--- config.mk ---
export PLATFORM = sky130hd
export DESIGN_NAME = ratio_strobe_bank
export DESIGN_NICKNAME = d
export VERILOG_FILES = /design/src/rtl/ratio_strobe_pkg.sv /design/src/rtl/ratio_stage_regs.sv /design/src/rtl/ratio_chan.sv /design/src/rtl/ratio_strobe_bank.sv
export SDC_FILE = /design/constraint.sdc
export NUM_CORES = 1
export LEC_CHECK = 0
export BUFFER_PORTS_ARGS = -buffer_cell sky130_fd_sc_hd__buf_2
export CAP_MARGIN = 20
export CORE_AREA = 2 2 124 126
export CTS_BUF_LIST = sky130_fd_sc_hd__clkbuf_4
export DETAILED_ROUTE_END_ITERATION = 10
export DIE_AREA = 0 0 126 128
export PLACE_DENSITY = 0.74
export SYNTH_ARGS = -nofsm -noshare
export SYNTH_HDL_FRONTEND = slang
export SYNTH_SLANG_ARGS = --single-unit
--- constraint.sdc ---
create_clock -name clk -period 7.5 [get_ports clk]
set_input_delay 2.25 -clock clk [delete_from_list [all_inputs] [get_ports clk]]
set_output_delay 2.25 -clock clk [all_outputs]
set_load 0.02 [all_outputs]
--- src/rtl/ratio_strobe_pkg.sv ---
package ratio_strobe_pkg;

    localparam int CH_COUNT   = 6;
    localparam int CODE_W     = 4;
    localparam int DIV_W      = 7;
    localparam int DATA_W     = 32;
    localparam int EN_LSB     = 8;
    localparam int ERRCLR_BIT = 30;
    localparam int KICK_BIT   = 31;

    // Field position and owning word per channel
    localparam int   FIELD_OFS  [CH_COUNT] = '{20, 16, 8, 4, 0, 0};
    localparam logic FIELD_WORD [CH_COUNT] = '{1'b0, 1'b0, 1'b0, 1'b0, 1'b0, 1'b1};
    localparam logic [15:0] CODE_MASK [CH_COUNT] =
        '{16'h6fff, 16'h6fff, 16'h6fff, 16'h6fff, 16'h6fff, 16'h677c};
    localparam logic [CH_COUNT-1:0] EN_RESET = 6'b001111;

    typedef logic [CODE_W-1:0] code_t;
    typedef logic [DIV_W-1:0]  div_t;

    function automatic div_t code_to_div(code_t c);
        case (c)
            4'd0:    return div_t'(2);
            4'd1:    return div_t'(3);
            4'd2:    return div_t'(4);
            4'd3:    return div_t'(6);
            4'd4:    return div_t'(8);
            4'd5:    return div_t'(12);
            4'd6:    return div_t'(16);
            4'd7:    return div_t'(18);
            4'd8:    return div_t'(24);
            4'd9:    return div_t'(32);
            4'd10:   return div_t'(36);
            4'd11:   return div_t'(48);
            4'd13:   return div_t'(72);
            4'd14:   return div_t'(96);
            default: return div_t'(2);
        endcase
    endfunction

endpackage

--- src/rtl/ratio_stage_regs.sv ---
module ratio_stage_regs
    import ratio_strobe_pkg::*;
#(
    parameter int NUM_CH = CH_COUNT
) (
    input  logic                     clk,
    input  logic                     rst,
    input  logic                     wr_en,
    input  logic                     wr_addr,
    input  logic [DATA_W-1:0]        wr_data,
    input  logic [NUM_CH-1:0]        loaded,
    output code_t [NUM_CH-1:0]       staged,
    output logic [NUM_CH-1:0]        ch_en,
    output logic [NUM_CH-1:0]        pend,
    output logic                     err
);

    code_t [NUM_CH-1:0] field_val;
    logic  [NUM_CH-1:0] field_wr;
    logic  [NUM_CH-1:0] field_ok;
    logic  [NUM_CH-1:0] reject;
    logic               word1_wr;
    logic               kick_wr;
    logic               clr_wr;
    logic               unused_ok;

    assign word1_wr  = wr_en && wr_addr;
    assign kick_wr   = word1_wr && wr_data[KICK_BIT];
    assign clr_wr    = word1_wr && wr_data[ERRCLR_BIT];
    assign unused_ok = ^wr_data;

    for (genvar g = 0; g < NUM_CH; g++) begin : g_field
        assign field_val[g] = wr_data[FIELD_OFS[g] +: CODE_W];
        assign field_wr[g]  = wr_en && (wr_addr == FIELD_WORD[g]);
        assign field_ok[g]  = CODE_MASK[g][field_val[g]];
        assign reject[g]    = field_wr[g] && !field_ok[g];

        always_ff @(posedge clk) begin
            if (rst) begin
                staged[g] <= '0;
            end else if (field_wr[g] && field_ok[g]) begin
                staged[g] <= field_val[g];
            end
        end
    end

    always_ff @(posedge clk) begin
        if (rst) begin
            ch_en <= EN_RESET[NUM_CH-1:0];
            pend  <= '0;
            err   <= 1'b0;
        end else begin
            if (word1_wr) begin
                ch_en <= wr_data[EN_LSB +: NUM_CH];
            end
            if (kick_wr) begin
                pend <= '1;
            end else begin
                pend <= pend & ~loaded;
            end
            if (|reject) begin
                err <= 1'b1;
            end else if (clr_wr) begin
                err <= 1'b0;
            end
        end
    end

endmodule

--- src/rtl/ratio_chan.sv ---
module ratio_chan
    import ratio_strobe_pkg::*;
(
    input  logic  clk,
    input  logic  rst,
    input  logic  enable,
    input  logic  pend,
    input  code_t next_code,
    output logic  tick,
    output logic  loaded,
    output code_t cur_code
);

    div_t cnt;
    div_t cur_div;
    logic at_end;

    assign cur_div = code_to_div(cur_code);
    assign at_end  = (cnt == cur_div - div_t'(1));
    assign tick    = enable && at_end;
    assign loaded  = pend && (!enable || at_end);

    always_ff @(posedge clk) begin
        if (rst) begin
            cnt      <= '0;
            cur_code <= '0;
        end else begin
            if (!enable || at_end) begin
                cnt <= '0;
            end else begin
                cnt <= cnt + div_t'(1);
            end
            if (loaded) begin
                cur_code <= next_code;
            end
        end
    end

endmodule

--- src/rtl/ratio_strobe_bank.sv ---
module ratio_strobe_bank
    import ratio_strobe_pkg::*;
#(
    parameter int NUM_CH = CH_COUNT
) (
    input  logic                     clk,
    input  logic                     rst,
    input  logic                     wr_en,
    input  logic                     wr_addr,
    input  logic [DATA_W-1:0]        wr_data,
    output logic [NUM_CH-1:0]        tick,
    output logic [NUM_CH*CODE_W-1:0] act_code,
    output logic                     kick_busy,
    output logic                     cfg_err
);

    code_t [NUM_CH-1:0] staged;
    logic  [NUM_CH-1:0] ch_en;
    logic  [NUM_CH-1:0] pend;
    logic  [NUM_CH-1:0] loaded;

    ratio_stage_regs #(.NUM_CH(NUM_CH)) u_regs (
        .clk     (clk),
        .rst     (rst),
        .wr_en   (wr_en),
        .wr_addr (wr_addr),
        .wr_data (wr_data),
        .loaded  (loaded),
        .staged  (staged),
        .ch_en   (ch_en),
        .pend    (pend),
        .err     (cfg_err)
    );

    for (genvar g = 0; g < NUM_CH; g++) begin : g_chan
        code_t code_q;
        ratio_chan u_chan (
            .clk       (clk),
            .rst       (rst),
            .enable    (ch_en[g]),
            .pend      (pend[g]),
            .next_code (staged[g]),
            .tick      (tick[g]),
            .loaded    (loaded[g]),
            .cur_code  (code_q)
        );
        assign act_code[g*CODE_W +: CODE_W] = code_q;
    end

    assign kick_busy = |pend;

endmodule

# Yosys cells after proc, flatten, opt, wreduce, memory -nomap -nowiden

Memories as Yosys holds them, arrays and structs flattened. A register that Yosys moved wholly into a read port is not among the register bits.
Index checks and enable logic that the tools add are counted.

Register bits after elaboration: 103
Bits in read-only memories: 768
Input bits: 36
Memories: 12
Word-level logic and storage cells: 135

Mux-type cells: 21
Equal/unequal tests: 6
Bitwise gates (word level): 3
Add/sub/neg operators: 12
Reductions and logical operators: 55
Magnitude comparators: 5

Memory list:

| memory           | depth | bits a word | read ports | clocked after Yosys merged registers in | write ports | line                   | RTL |
|---|---|---|---|---|---|---|---|
| (name not given) | 16    | 7           | 1          | 1                                       | 0           | ratio_strobe_pkg.sv:22 | `case (c)` |
| (name not given) | 16    | 7           | 1          | 1                                       | 0           | ratio_strobe_pkg.sv:22 |  |
| (name not given) | 16    | 7           | 1          | 1                                       | 0           | ratio_strobe_pkg.sv:22 |  |
| (name not given) | 16    | 7           | 1          | 1                                       | 0           | ratio_strobe_pkg.sv:22 |  |
| (name not given) | 16    | 7           | 1          | 1                                       | 0           | ratio_strobe_pkg.sv:22 |  |
| (name not given) | 16    | 7           | 1          | 1                                       | 0           | ratio_strobe_pkg.sv:22 |  |
| +6 memories      | --    | --          | --         | --                                      | --          | --                     |  |

Operators by type and width:

| cell                | count |
|---|---|
| $mux 4              | 12 |
| $add 7x1->7 const B | 6 |
| $eq 7x7->1          | 6 |
| $sub 7x1->7 const B | 6 |
| $logic_and 1x1->1   | 28 |
| $lt 4x5->1 const B  | 5 |
| $logic_not 1->1     | 12 |
| $reduce_or 2->1     | 6 |
| $reduce_or 6->1     | 2 |
| $mux 1              | 8 |
| $and 6x6->6         | 1 |
| $logic_or 1x1->1    | 6 |
| $mux 6              | 1 |
| $not 6->6           | 1 |
| $reduce_bool 2->1   | 1 |
| $not 1->1           | 1 |

# Longest topological paths before layout

Depth after elaboration: 7
Gate-level depth with buffers: 14
Depth with buffers taken out: 13

# By module

Synthesis repeated with hierarchy kept, for this count alone.

Cells, all modules: 920
Area, all modules: 8,451.9 um2

Modules (own cells, without submodules):

| module                            | instances | area an instance (um2) | cells each |
|---|---|---|---|
| ratio_chan (g_chan[0].u_chan ...) | 2         | 1,156.1                | 122 |
| ratio_stage_regs                  | 1         | 1,467.7                | 166 |
| ratio_chan (g_chan[5].u_chan)     | 1         | 1,216.2                | 135 |
| ratio_chan (g_chan[3].u_chan)     | 1         | 1,163.6                | 128 |
| ratio_chan (g_chan[2].u_chan)     | 1         | 1,143.6                | 122 |
| ratio_chan (g_chan[1].u_chan)     | 1         | 1,134.8                | 122 |
| ratio_strobe_bank                 | 1         | 13.8                   | 3 |

# Least setup slack after synthesis

Ideal clock, no wire load.

Path type: reg2out
Start point: reg, netlist name g_chan[5].u_chan.cur_div[0]
End point: out tick[5]
Stages on the path, launching flop included: 9
Setup slack: 3.441 ns
Required time: 5.250 ns
Arrival time: 1.809 ns
Cell sequence: dfxtp_1 > inv_1 > ha_1 > nor3b_1 > mux2i_1 > nand2_1 > a221o_1 > nor2_1 > buf_4

Longest elaborated chain between the ends: 3

Ends and longest elaborated chain:

| item              | line                    | RTL |
|---|---|---|
| $sub 7x1->7       | ratio_chan.sv:19        | `assign at_end = (cnt == cur_div - div_t'(1));` |
| $eq 7x7->1        | ratio_chan.sv:19        |  |
| $logic_and 1x1->1 | ratio_chan.sv:20        | `assign tick = enable && at_end;` |
| end, declared     | ratio_strobe_bank.sv:11 | `output logic [NUM_CH-1:0] tick,` |

No other way between the ends.

# Worst setup path in the final report

Start point: reg, netlist name g_chan[4].u_chan.cur_div[0]
End point: out tick[4]

Longest elaborated chain between the ends: 3

Ends and longest elaborated chain:

| item              | line |
|---|---|
| $sub 7x1->7       | ratio_chan.sv:19 |
| $eq 7x7->1        | ratio_chan.sv:19 |
| $logic_and 1x1->1 | ratio_chan.sv:20 |

No other way between the ends.

==> insert_results.sql <==
INSERT INTO impl_metrics (metric_group, metric, value, unit) VALUES
('outcome', 'outcome', 'completed', ''),
('job', 'timing.max_cap.violations', '0', ''),
('worst_setup_path', 'worstPathCellList', 'inv_1, ha_1, nor3b_1, o311ai_0, a221o_1, nor2_1, buf_2', ''),
('timing', 'rsz0062_at_grt', 'no', ''),
('drt', 'initialDrtViolationCount', '371', ''),
('place', 'gp_routability_congestion', '0.8426', ''),
('logic_synthesis', 'synth-seq-cells', '145', ''),
('cts', 'cts-buffers-inserted', '17', ''),
('power', 'sw_frac_of_total', '28.39', '%'),
('worst_setup_path', 'crit_path_max_fanout', '5', ''),
('power', 'power.ir.vdd_worst', '0.09936', 'mV'),
('logic_synthesis', 'ys_seq_area_share', '35.75', '%'),
('power', 'power_switching', '415.8', 'uW'),
('worst_setup_path', 'worstSetupPathType', 'reg -> out', ''),
('floorplan', 'initial_utilization', '54.62', '%'),
('floorplan', 'core_area', '0.01486', 'mm^2'),
('timing', 'timing.slew.headroom', '33.07', '%'),
('worst_setup_path', 'end_kind', 'output port', ''),
('drt', 'routed_wirelength', '17130', 'um'),
('logic_synthesis', 'post_synth_inst_count', '938', ''),
('timing', 'tightest_slew', '0.9883', 'ns'),
('logic_synthesis', 'yosys_warnings', '0', ''),
('logic_synthesis', 'synth_area_per_cell', '8.656', 'um^2'),
('cts', 'postCtsHoldBufs', '0', ''),
('drt', 'drc', '0', ''),
('cts', 'cts_setup_buffers', '0', ''),
('global_route', 'pin_count_of_the_biggest_net_entering_global_routing', '59', ''),
('place', 'placement.io_buffers', '59', ''),
('cts', 'ctsLongestPathBuffers', '2', ''),
('power', 'combinationalPowerShare', '11.1', '%'),
('worst_setup_path', 'worstPathRequired', '5.25', 'ns'),
('logic_synthesis', 'yosys-top-cells-area', 'sky130_fd_sc_hd__dfxtp_1 36%, sky130_fd_sc_hd__nor2_1 6.5%, sky130_fd_sc_hd__mux2i_1 5.8%', ''),
('logic_synthesis', 'syn_area', '0.008119', 'mm^2'),
('timing', 'max_clock_freq', '198.5', 'MHz'),
('logic_synthesis', 'synthDistinctLibCells', '66', ''),
('drt', 'drt_pass1_iterations', '5', ''),
('floorplan', 'die_y', '128', 'um'),
('timing', 'totalNegativeSetupSlack', '0', 'ns'),
('global_route', 'grt_usage', '21.91', '%'),
('timing', 'timing.final.setup_violations', '0', ''),
('logic_synthesis', 'synth_top_flop_cell', 'sky130_fd_sc_hd__dfxtp_1', ''),
('cts', 'numClockSinks', '145', ''),
('cts', 'clkSlewWorstSetupHoldPaths', '0.12', 'ns'),
('place', 'dp_cells', '1144', ''),
('drt', 'wl_per_cell', '14.54', 'um'),
('worst_setup_path', 'timing.critical_path.slowest_cell_delay', '0.56', 'ns'),
('drt', 'postRouteAntennaNets', '0', ''),
('timing', 'finalHoldWorstSlack', '0.4835', 'ns'),
('logic_synthesis', 'synth_common_cells', '145 x sky130_fd_sc_hd__dfxtp_1, 140 x sky130_fd_sc_hd__nor2_1, 67 x sky130_fd_sc_hd__inv_1, 47 x sky130_fd_sc_hd__mux2i_1, 45 x sky130_fd_sc_hd__nand2_1', ''),
('power', 'intPower', '1049', 'uW'),
('cts', 'post_cts.resized_instances', '0', ''),
('final_layout', 'syn_to_final_growth', '7.736', '%'),
('worst_hold_path', 'hold_path_class', 'reg -> reg', ''),
('timing', 'final_hold_fails', '0', ''),
('worst_setup_path', 'r2r_slack', '3.62', 'ns'),
('final_layout', 'final_cell_count_no_fill', '1178', ''),
('timing', 'final_count_of_pins_violating_max_slew', '0', ''),
('logic_synthesis', 'synth_enable_flop_cells', '0', ''),
('timing', 'fin_skew', '0.01781', 'ns'),
('power', 'clock_power_share', '32.9', '%'),
('final_layout', 'nNetsFinal', '1042', ''),
('logic_synthesis', 'synth_top_area_share', '35.75', '%'),
('global_route', 'first_global_vias', '6082', ''),
('floorplan', 'die_width', '126', 'um'),
('drt', 'dr_total_vias', '6737', ''),
('worst_setup_path', 'crit_arrival', '2.79', 'ns'),
('timing', 'final_period_minus_worst_setup_slack', '5.038', 'ns'),
('cts', 'h-tree-depth', '4', ''),
('logic_synthesis', 'async_flop_share', '0', '%'),
('floorplan', 'ioPinCount', '68', ''),
('floorplan', 'die_area', '0.01613', 'mm^2');
==> power by group through the flow <==
stage / sequential (uW) / combinational, uW / clock [uW]
finish: 820 / 162 / 482
detailed placement: 837 / 162 / 0
CTS: 820 / 163 / 497
global route: 824 / 182 / 532
floorplan: 828 / 129 / 0
global placement: 837 / 160 / 0
==> state kept, by name, indices dropped and copies added, names as in the netlist <==
name                    count
u_regs.staged              24
u_regs.ch_en                6
g_chan.u_chan.cnt          42
u_regs.err                  1
g_chan.u_chan.cur_div      42
g_chan.u_chan.cur_code     24
u_regs.pend                 6
==> cell families after synthesis <==
group / Yosys count / share of synthesized area [%]
flops: 145 / 35.75
xor+xnor: 70 / 8.106
buf+inv: 111 / 5.517
mux: 49 / 6.072
simple gates: 356 / 22.28
fa+ha+maj: 31 / 4.777
compound gates: 176 / 17.49
==> cells in the final DEF (no fill, tap or decap), types with 21 or more instances in the layout <==
cell	synthesis	final
sky130_fd_sc_hd__inv_1	67	67
sky130_fd_sc_hd__mux2i_1	47	47
sky130_fd_sc_hd__a21oi_1	23	23
sky130_fd_sc_hd__and3_1	21	21
sky130_fd_sc_hd__buf_2	4	59
sky130_fd_sc_hd__nand2_1	45	45
sky130_fd_sc_hd__ha_1	31	31
sky130_fd_sc_hd__nor2_1	140	140
sky130_fd_sc_hd__nand3_1	37	37
sky130_fd_sc_hd__dfxtp_1	145	145
sky130_fd_sc_hd__xnor2_1	38	38
sky130_fd_sc_hd__xor2_1	29	29
==> routing by layer <==
layer,GRT usage [%],up-vias,routed length [um]
met5,0,-,0
met4,6.464,0,189
met3,5.134,23,822
met2,35.14,148,7804
met1,29.58,3129,8309
li1,-,3437,-
==> area by class of cell <==
type / instances / area, um^2
Tap cell: 188 / 235.2
Sequential cell: 145 / 2903
Fill cell: 1387 / 6117
Inverter: 68 / 255.2
Clock buffer: 17 / 127.6
Clock inverter: 15 / 142.6
Timing Repair Buffer: 61 / 310.3
Multi-Input combinational cell: 682 / 4768
Antenna cell: 2 / 5.005
==> final timing paths <==
path                               start                          end  depth (start not counted)
max          g_chan[4].u_chan.cur_div[0]                      tick[4]                          7
min              g_chan[3].u_chan.cnt[0]      g_chan[3].u_chan.cnt[0]                          1
max reg2reg  g_chan[4].u_chan.cur_div[0]  g_chan[4].u_chan.cur_div[1]                         11
min reg2reg      g_chan[3].u_chan.cnt[0]      g_chan[3].u_chan.cnt[0]                          1
==> through the flow <==
step,util [%],setup slack [ns],area [um^2],total power [uW]
3_5_place_dp,56.99,2.647,8472,998.8
2_1_floorplan,-,3.441,8119,956.5
6_report,58.85,2.462,8747,1465
3_3_place_gp,56.99,2.657,8472,996.6
4_1_cts,58.81,2.444,8742,1480
5_1_grt,58.83,2.243,8745,1538
Power figures use the tool's default switching activity.
